===== src/rtl/adcal_pkg.sv =====
package adcal_pkg;
   localparam int NSTEP      = 4;
   localparam int IDX_ABS_HI = 0;
   localparam int IDX_ABS_LO = 1;
   localparam int IDX_RAT_HI = 2;
   localparam int IDX_RAT_LO = 3;

   typedef enum logic [1:0] {
      ST_IDLE   = 2'd0,
      ST_REQ    = 2'd1,
      ST_GAP    = 2'd2,
      ST_COMMIT = 2'd3
   } cal_state_t;
endpackage


===== src/rtl/adcal_step_sel.sv =====
module adcal_step_sel #(
   parameter int CHAN_W = 4,
   parameter int REF_W  = 3,
   parameter int STEP_W = 2,
   parameter int CH_HI  = 13,
   parameter int CH_LO  = 12,
   parameter int CH_OFF = 15,
   parameter int REF_HI = 5,
   parameter int REF_LO = 4
) (
   input  logic [STEP_W-1:0] step_i,
   output logic [CHAN_W-1:0] chan_o,
   output logic              force_o,
   output logic [REF_W-1:0]  ref_o
);
   import adcal_pkg::*;

   always_comb begin
      chan_o  = CHAN_W'(CH_HI);
      force_o = 1'b0;
      ref_o   = '0;
      case (int'(step_i))
         IDX_ABS_HI: chan_o = CHAN_W'(CH_HI);
         IDX_ABS_LO: chan_o = CHAN_W'(CH_LO);
         IDX_RAT_HI: begin
            chan_o  = CHAN_W'(CH_OFF);
            force_o = 1'b1;
            ref_o   = REF_W'(REF_HI);
         end
         IDX_RAT_LO: begin
            chan_o  = CHAN_W'(CH_OFF);
            force_o = 1'b1;
            ref_o   = REF_W'(REF_LO);
         end
         default: ;
      endcase
   end
endmodule


===== src/rtl/adcal_seq.sv =====
module adcal_seq #(
   parameter int CODE_W = 16,
   parameter int STEP_W = 2
) (
   input  logic                                    clk,
   input  logic                                    rst_n,
   input  logic                                    start_i,
   input  logic                                    ack_i,
   input  logic [CODE_W-1:0]                       code_i,
   input  logic                                    timeout_i,
   output logic                                    req_o,
   output logic [STEP_W-1:0]                       step_o,
   output logic                                    busy_o,
   output logic                                    done_o,
   output logic                                    err_o,
   output logic                                    launch_o,
   output logic                                    commit_o,
   output logic [adcal_pkg::NSTEP-1:0][CODE_W-1:0] caps_o
);
   import adcal_pkg::*;

   localparam logic [STEP_W-1:0] LAST_STEP = STEP_W'(NSTEP - 1);
   localparam logic [STEP_W-1:0] DEGEN_AT  = STEP_W'(IDX_ABS_LO);

   cal_state_t        state;
   logic [STEP_W-1:0] step;
   logic              take;
   logic              degen;

   assign take     = (state == ST_REQ) && ack_i;
   assign degen    = (step == DEGEN_AT) && (code_i == caps_o[IDX_ABS_HI]);
   assign req_o    = (state == ST_REQ);
   assign busy_o   = (state != ST_IDLE);
   assign launch_o = (state == ST_IDLE) && start_i;
   assign commit_o = (state == ST_COMMIT);
   assign step_o   = step;

   always_ff @(posedge clk or negedge rst_n) begin
      if (!rst_n) begin
         state  <= ST_IDLE;
         step   <= '0;
         err_o  <= 1'b0;
         done_o <= 1'b0;
      end else begin
         done_o <= 1'b0;
         case (state)
            ST_IDLE: if (start_i) begin
               state <= ST_REQ;
               step  <= '0;
               err_o <= 1'b0;
            end
            ST_REQ: if (ack_i) begin
               if (timeout_i || degen) begin
                  state  <= ST_IDLE;
                  err_o  <= 1'b1;
                  done_o <= 1'b1;
               end else if (step == LAST_STEP) begin
                  state <= ST_COMMIT;
               end else begin
                  state <= ST_GAP;
                  step  <= step + 1'b1;
               end
            end
            ST_GAP:    state <= ST_REQ;
            ST_COMMIT: begin
               state  <= ST_IDLE;
               done_o <= 1'b1;
            end
            default:   state <= ST_IDLE;
         endcase
      end
   end

   for (genvar g = 0; g < NSTEP; g++) begin : g_cap
      always_ff @(posedge clk or negedge rst_n) begin
         if (!rst_n)
            caps_o[g] <= '0;
         else if (take && !timeout_i && (step == STEP_W'(g)))
            caps_o[g] <= code_i;
      end
   end

   // a timed-out conversion returns the controller to idle with an error
   a_r6_timeout_abort: assert property (@(posedge clk) disable iff (!rst_n)
      (take && timeout_i) |=> (state == ST_IDLE && err_o && done_o));

   // an equal absolute pair never reaches the ratiometric steps
   a_r5_degen_abort: assert property (@(posedge clk) disable iff (!rst_n)
      (take && !timeout_i && step == DEGEN_AT && code_i == caps_o[IDX_ABS_HI])
      |=> (state == ST_IDLE && err_o));

   // a start pulse in the gap does not rewind the step counter
   a_r8_no_restart: assert property (@(posedge clk) disable iff (!rst_n)
      (state == ST_GAP && start_i) |=> (state == ST_REQ && $stable(step)));
endmodule


===== src/rtl/adcal_commit.sv =====
module adcal_commit #(
   parameter int CODE_W  = 16,
   parameter int DELTA_W = CODE_W + 1
) (
   input  logic                                    clk,
   input  logic                                    rst_n,
   input  logic                                    launch_i,
   input  logic                                    commit_i,
   input  logic [adcal_pkg::NSTEP-1:0][CODE_W-1:0] caps_i,
   output logic                                    valid_o,
   output logic signed [DELTA_W-1:0]               abs_delta_o,
   output logic [CODE_W-1:0]                       abs_gnd_o,
   output logic signed [DELTA_W-1:0]               rat_delta_o,
   output logic [CODE_W-1:0]                       rat_gnd_o
);
   import adcal_pkg::*;

   logic signed [DELTA_W-1:0] abs_diff;
   logic signed [DELTA_W-1:0] rat_diff;

   assign abs_diff = $signed({1'b0, caps_i[IDX_ABS_HI]}) - $signed({1'b0, caps_i[IDX_ABS_LO]});
   assign rat_diff = $signed({1'b0, caps_i[IDX_RAT_HI]}) - $signed({1'b0, caps_i[IDX_RAT_LO]});

   always_ff @(posedge clk or negedge rst_n) begin
      if (!rst_n) begin
         valid_o     <= 1'b0;
         abs_delta_o <= '0;
         abs_gnd_o   <= '0;
         rat_delta_o <= '0;
         rat_gnd_o   <= '0;
      end else if (commit_i) begin
         valid_o     <= 1'b1;
         abs_delta_o <= abs_diff;
         abs_gnd_o   <= caps_i[IDX_ABS_LO];
         rat_delta_o <= rat_diff;
         rat_gnd_o   <= caps_i[IDX_RAT_LO];
      end else if (launch_i) begin
         valid_o <= 1'b0;
      end
   end

   // a new start withdraws the previous result
   a_r7_clear_on_start: assert property (@(posedge clk) disable iff (!rst_n)
      launch_i |=> !valid_o);

   // stored results change only on a commit
   a_r3_hold_abs: assert property (@(posedge clk) disable iff (!rst_n)
      !commit_i |=> ($stable(abs_delta_o) && $stable(abs_gnd_o)));
   a_r4_hold_rat: assert property (@(posedge clk) disable iff (!rst_n)
      !commit_i |=> ($stable(rat_delta_o) && $stable(rat_gnd_o)));
endmodule


===== src/rtl/adcal_ctrl.sv =====
module adcal_ctrl #(
   parameter int CODE_W  = 16,
   parameter int CHAN_W  = 4,
   parameter int REF_W   = 3,
   parameter int CH_HI   = 13,
   parameter int CH_LO   = 12,
   parameter int CH_OFF  = 15,
   parameter int REF_HI  = 5,
   parameter int REF_LO  = 4,
   parameter int DELTA_W = CODE_W + 1
) (
   input  logic                      clk,
   input  logic                      rst_n,
   input  logic                      start_i,
   output logic                      req_o,
   output logic [CHAN_W-1:0]         req_chan_o,
   output logic                      req_force_o,
   output logic [REF_W-1:0]          req_ref_o,
   input  logic                      ack_i,
   input  logic [CODE_W-1:0]         res_code_i,
   input  logic                      res_timeout_i,
   output logic                      busy_o,
   output logic                      done_o,
   output logic                      err_o,
   output logic                      cal_valid_o,
   output logic signed [DELTA_W-1:0] abs_delta_o,
   output logic [CODE_W-1:0]         abs_gnd_o,
   output logic signed [DELTA_W-1:0] rat_delta_o,
   output logic [CODE_W-1:0]         rat_gnd_o
);
   import adcal_pkg::*;

   localparam int STEP_W = $clog2(NSTEP);

   initial begin
      assert (CODE_W >= 2) else $fatal(1, "CODE_W too small");
      assert (DELTA_W == CODE_W + 1) else $fatal(1, "DELTA_W must be CODE_W+1");
      assert (CH_HI < (1 << CHAN_W) && CH_LO < (1 << CHAN_W) && CH_OFF < (1 << CHAN_W))
         else $fatal(1, "channel does not fit CHAN_W");
      assert (REF_HI < (1 << REF_W) && REF_LO < (1 << REF_W)) else $fatal(1, "reference does not fit REF_W");
      assert (CH_HI != CH_LO && REF_HI != REF_LO) else $fatal(1, "reference pair collapses");
   end

   logic [STEP_W-1:0]                  step;
   logic                               launch;
   logic                               commit;
   logic [NSTEP-1:0][CODE_W-1:0]       caps;

   adcal_seq #(.CODE_W(CODE_W), .STEP_W(STEP_W)) u_seq (
      .clk      (clk),
      .rst_n    (rst_n),
      .start_i  (start_i),
      .ack_i    (ack_i),
      .code_i   (res_code_i),
      .timeout_i(res_timeout_i),
      .req_o    (req_o),
      .step_o   (step),
      .busy_o   (busy_o),
      .done_o   (done_o),
      .err_o    (err_o),
      .launch_o (launch),
      .commit_o (commit),
      .caps_o   (caps)
   );

   adcal_step_sel #(
      .CHAN_W(CHAN_W), .REF_W(REF_W), .STEP_W(STEP_W),
      .CH_HI(CH_HI), .CH_LO(CH_LO), .CH_OFF(CH_OFF),
      .REF_HI(REF_HI), .REF_LO(REF_LO)
   ) u_sel (
      .step_i (step),
      .chan_o (req_chan_o),
      .force_o(req_force_o),
      .ref_o  (req_ref_o)
   );

   adcal_commit #(.CODE_W(CODE_W), .DELTA_W(DELTA_W)) u_commit (
      .clk        (clk),
      .rst_n      (rst_n),
      .launch_i   (launch),
      .commit_i   (commit),
      .caps_i     (caps),
      .valid_o    (cal_valid_o),
      .abs_delta_o(abs_delta_o),
      .abs_gnd_o  (abs_gnd_o),
      .rat_delta_o(rat_delta_o),
      .rat_gnd_o  (rat_gnd_o)
   );

   // request fields stay put until acknowledged
   a_r9_hold_req: assert property (@(posedge clk) disable iff (!rst_n)
      (req_o && !ack_i) |=> (req_o && $stable(req_chan_o) && $stable(req_force_o) && $stable(req_ref_o)));

   // a dead cycle follows every acknowledge
   a_r9_gap: assert property (@(posedge clk) disable iff (!rst_n)
      (req_o && ack_i) |=> !req_o);

   // the valid flag rises only with a clean completion
   a_r7_valid_rise: assert property (@(posedge clk) disable iff (!rst_n)
      $rose(cal_valid_o) |-> (done_o && !err_o));

   // ratiometric requests always carry a forced reference on the mux-off channel
   a_r2_forced_off: assert property (@(posedge clk) disable iff (!rst_n)
      (req_o && req_force_o) |-> (req_chan_o == CHAN_W'(CH_OFF)));
endmodule


===== config.mk =====
export PLATFORM = sky130hd
export DESIGN_NAME = adcal_ctrl
export DESIGN_NICKNAME = d
export VERILOG_FILES = /design/src/rtl/adcal_pkg.sv /design/src/rtl/adcal_step_sel.sv /design/src/rtl/adcal_seq.sv /design/src/rtl/adcal_commit.sv /design/src/rtl/adcal_ctrl.sv
export SDC_FILE = /design/constraint.sdc
export NUM_CORES = 1
export LEC_CHECK = 0
export ABC_AREA = 1
export BUFFER_PORTS_ARGS = -buffer_cell sky130_fd_sc_hd__buf_2
export CAP_MARGIN = 25
export CORE_MARGIN = 2
export CORE_UTILIZATION = 58
export CTS_CLUSTER_DIAMETER = 150
export CTS_CLUSTER_SIZE = 10
export DETAILED_ROUTE_END_ITERATION = 10
export PLACE_DENSITY = 0.8
export SETUP_SLACK_MARGIN = 0.05
export SLEW_MARGIN = 20
export SYNTH_ARGS = -nofsm -noshare
export SYNTH_HDL_FRONTEND = slang
export SYNTH_SLANG_ARGS = --single-unit

===== constraint.sdc =====
create_clock -name clk -period 2.3 [get_ports clk]
set_input_delay 0.23 -clock clk [delete_from_list [all_inputs] [get_ports clk]]
set_output_delay 0.23 -clock clk [all_outputs]
set_load 0.03 [all_outputs]

==> results.cfg <==
[route]
ant_nets = 0
num_vias = 6256
drt_iter0_markers = 479
drcViolationCount = 0
routed-wl-met3_mm = 1.098
routed_wirelength_mm = 17.47
top_layer = met4
dr.pass1.iters = 5
viasPerCell = 5.284
wl_met2_mm = 7.765
routedWlPerCell_um = 14.76
met1_length_mm = 8.244

[yosys]
synth-simple-area-share_pct = 22.95
synth_seq_area_share_pct = 46.48
synthCells = 908
synth_edf_count = 0
synth_cell_types = 31
syn_area_per_cell_sq_um = 8.123
yosys-mux-area-fraction_pct = 0
synth_compound_area_share_pct = 12.88
synth_seq_cells = 137
synth_top_family_by_area = simple AND/OR/NAND/NOR gates
ys.flop_type = dfrtp_1
synth.cell_area_sq_mm = 0.007376
synth-xor-area-share_pct = 1.900
yosys.area_share.adder_pct = 6.989
yosys_warnings = 0
synthArstFlopShare_pct = 100.0

[critical_path]
startpoint = u_seq.caps_o[48]$_DFFE_PN0P_
critPathLaunchType = flop
reg2reg_to = u_commit.rat_delta_o[8]$_DFFE_PN0P_
endpoint = u_commit.rat_delta_o[8]$_DFFE_PN0P_
worstRegToRegCells = 9
cp_data_arrival_time_ns = 2.34
reg2reg_slack_ns = 0.26
critPathKind = flop to flop
worst-path-max-fanout = 4
r2r_start = u_seq.caps_o[48]$_DFFE_PN0P_
required_ns = 2.60
setup.worst_path.end_class = flop

[cts]
tritoncts = done
h-tree-depth = 4
clk_pin_slew_ns = 0.06
clk_path_buf_depth = 2
numCtsBuffers = 17
clock_sinks = 137
clk_latency_ns = 0.42
clock-root-buffer = clkbuf_16

[timing]
finalSetupViolations = 0
final_hold_viol_count = 0
clock_skew_ns = 0.006941
max_slew_margin_pct = 43.90
worst_pin_slew_ns = 0.8406
fin_setup_tns_ns = 0
finalCritPeriodShare_pct = 88.48
finalMaxSlewViolations = 0
fmax_mhz = 491.4
rsz0062_at_grt = no
period_minus_slack_ns = 2.035

[layout]
nNetsFinal = 1060
drive_gt1_share_pct = 17.19
diodes = 0
synthToLayoutAreaGrowth_pct = 16.05

[placed_design]
dp_hpwl_mm = 12.81
port_buffers = 96
routabilityCongestion = 0.9350

[outcome]
status = completed

[worst_hold_path]
hold_class = input port to flop

[die]
start_util_pct = 58.93
fp-row-count = 41
die_y_um = 116.8
dieArea_sq_mm = 0.01364
core_sq_mm = 0.01252
dieWidth_um = 116.8
io-pin-count = 100

[global_route]
grt_pass1_wl_mm = 28.39
grt_use_total_pct = 27.39
grt_max_degree = 112
grt_pass1_vias = 5694
antenna_found_initial = 0
grt-ovfl-total = 0

[job]
max_cap_violations = 0
[cell families after synthesis]
group,Yosys count
XOR/XNOR,16
flip-flops,137
buffers and inverters,142
AO/OA/AOI/OAI,164
other,2
AND/OR/NAND/NOR,407
adder cells (fa/ha/maj),40
[routing by layer]
layer	up-vias	GRT usage [%]
met2	205	40.08
met5	-	0
met3	27	5.613
li1	3085	-
met1	2939	40.86
met4	0	9.490
[worst max-delay path, cell delays in order, from the launching register on]
cell	delay [ns]
dfrtp_1	0.40
ha_1	0.24
fa_1	0.38
inv_1	0.12
nand3_1	0.08
nand2_1	0.17
a31oi_1	0.13
or2_2	0.28
nand3_1	0.06
nand2_1	0.06
[worst min-delay path by stage]
| stage | cells past startpoint | startpoint | end |
|---|---|---|---|
| after floorplan | 0 | rst_n | u_commit.abs_delta_o[0]$_DFFE_PN0P_ |
| after global placement | 1 | rst_n | u_commit.rat_gnd_o[3]$_DFFE_PN0P_ |
| after detailed placement | 1 | rst_n | u_commit.rat_gnd_o[3]$_DFFE_PN0P_ |
| after CTS | 4 | ack_i | u_seq.state[0]$_DFFE_PN0P_ |
| after global routing | 4 | ack_i | u_seq.state[0]$_DFFE_PN0P_ |
| final | 4 | ack_i | u_seq.state[0]$_DFFE_PN0P_ |
[area by class of cell]
| cell class | count | area, sq um |
|---|---|---|
| inverter | 112 | 420.4 |
| fill | 1062 | 3958 |
| clock buffer | 20 | 446.7 |
| timing repair buffer | 101 | 551.8 |
| multi-input combinational | 630 | 3323 |
| sequential | 137 | 3428 |
| clock inverter | 12 | 173.9 |
| tap | 172 | 215.2 |
[cells in the mapped netlist, drive strengths merged, types with 4 or more instances]
cell type	count	share of area, %
nand3	47	3.2
inv	112	5.7
a31oi	6	0.51
a21oi	29	2.0
ha	38	6.4
buf	18	2.4
nor2	52	3.1
clkbuf	12	0.61
nand2	288	15
xnor2	15	1.8
dfrtp	137	46
o21ai	121	9.6
or2	4	0.34
nor3	7	0.47
nand4	6	0.51
[repair_timing]
item,in CTS,in global routing
hold endpoints to repair,51,0
resized for setup,0,3
buffers inserted,0,0
setup endpoints to repair,0,3
hold buffers,1,0
[cells in the final DEF, fill, tap and decap left out, types with 2 or more instances in the layout]
master	count
inv_2	3
nor2_4	2
a31oi_1	6
o21bai_1	3
buf_2	95
clkinv_2	4
o21ai_0	56
or2_2	4
nand2_4	5
nor2_1	49
ha_1	38
o21ai_2	27
clkinv_4	3
o21ai_1	38
dfrtp_1	137
buf_4	2
nand4_1	6
nand3_1	47
buf_12	2
nand3b_1	3
clkbuf_16	17
a21oi_1	29
inv_1	109
conb_1	3
nor3_1	7
clkbuf_1	2
xnor2_1	15
bufinv_16	4
nand2_1	283
a21o_1	3
[flip-flops by register name, summed over array words and instances (netlist names)]
register	count
u_seq.step_o	2
u_seq.err_o	1
u_seq.done_o	1
u_commit.valid_o	1
u_commit.rat_gnd_o	16
u_seq.caps_o	64
u_commit.rat_delta_o	17
u_commit.abs_delta_o	17
u_seq.state	2
u_commit.abs_gnd_o	16
[stage by stage]
step	std cells	area [sq um]	utilization, %	hold WS, ns	setup slack [ns]
6_report	1184	8559	68.38	0.09759	0.2649
2_1_floorplan	909	7380	-	-0.06559	0.4075
3_3_place_gp	1151	7923	63.29	0.2098	0.2362
4_1_cts	1184	8553	68.33	0.09144	0.1743
5_1_grt	1184	8559	68.38	0.1043	0.07387
3_5_place_dp	1151	7923	63.29	0.2092	0.2073
Power is not shown: default switching activity piles up to over one toggle a cycle in this logic, so the estimate is an artifact.
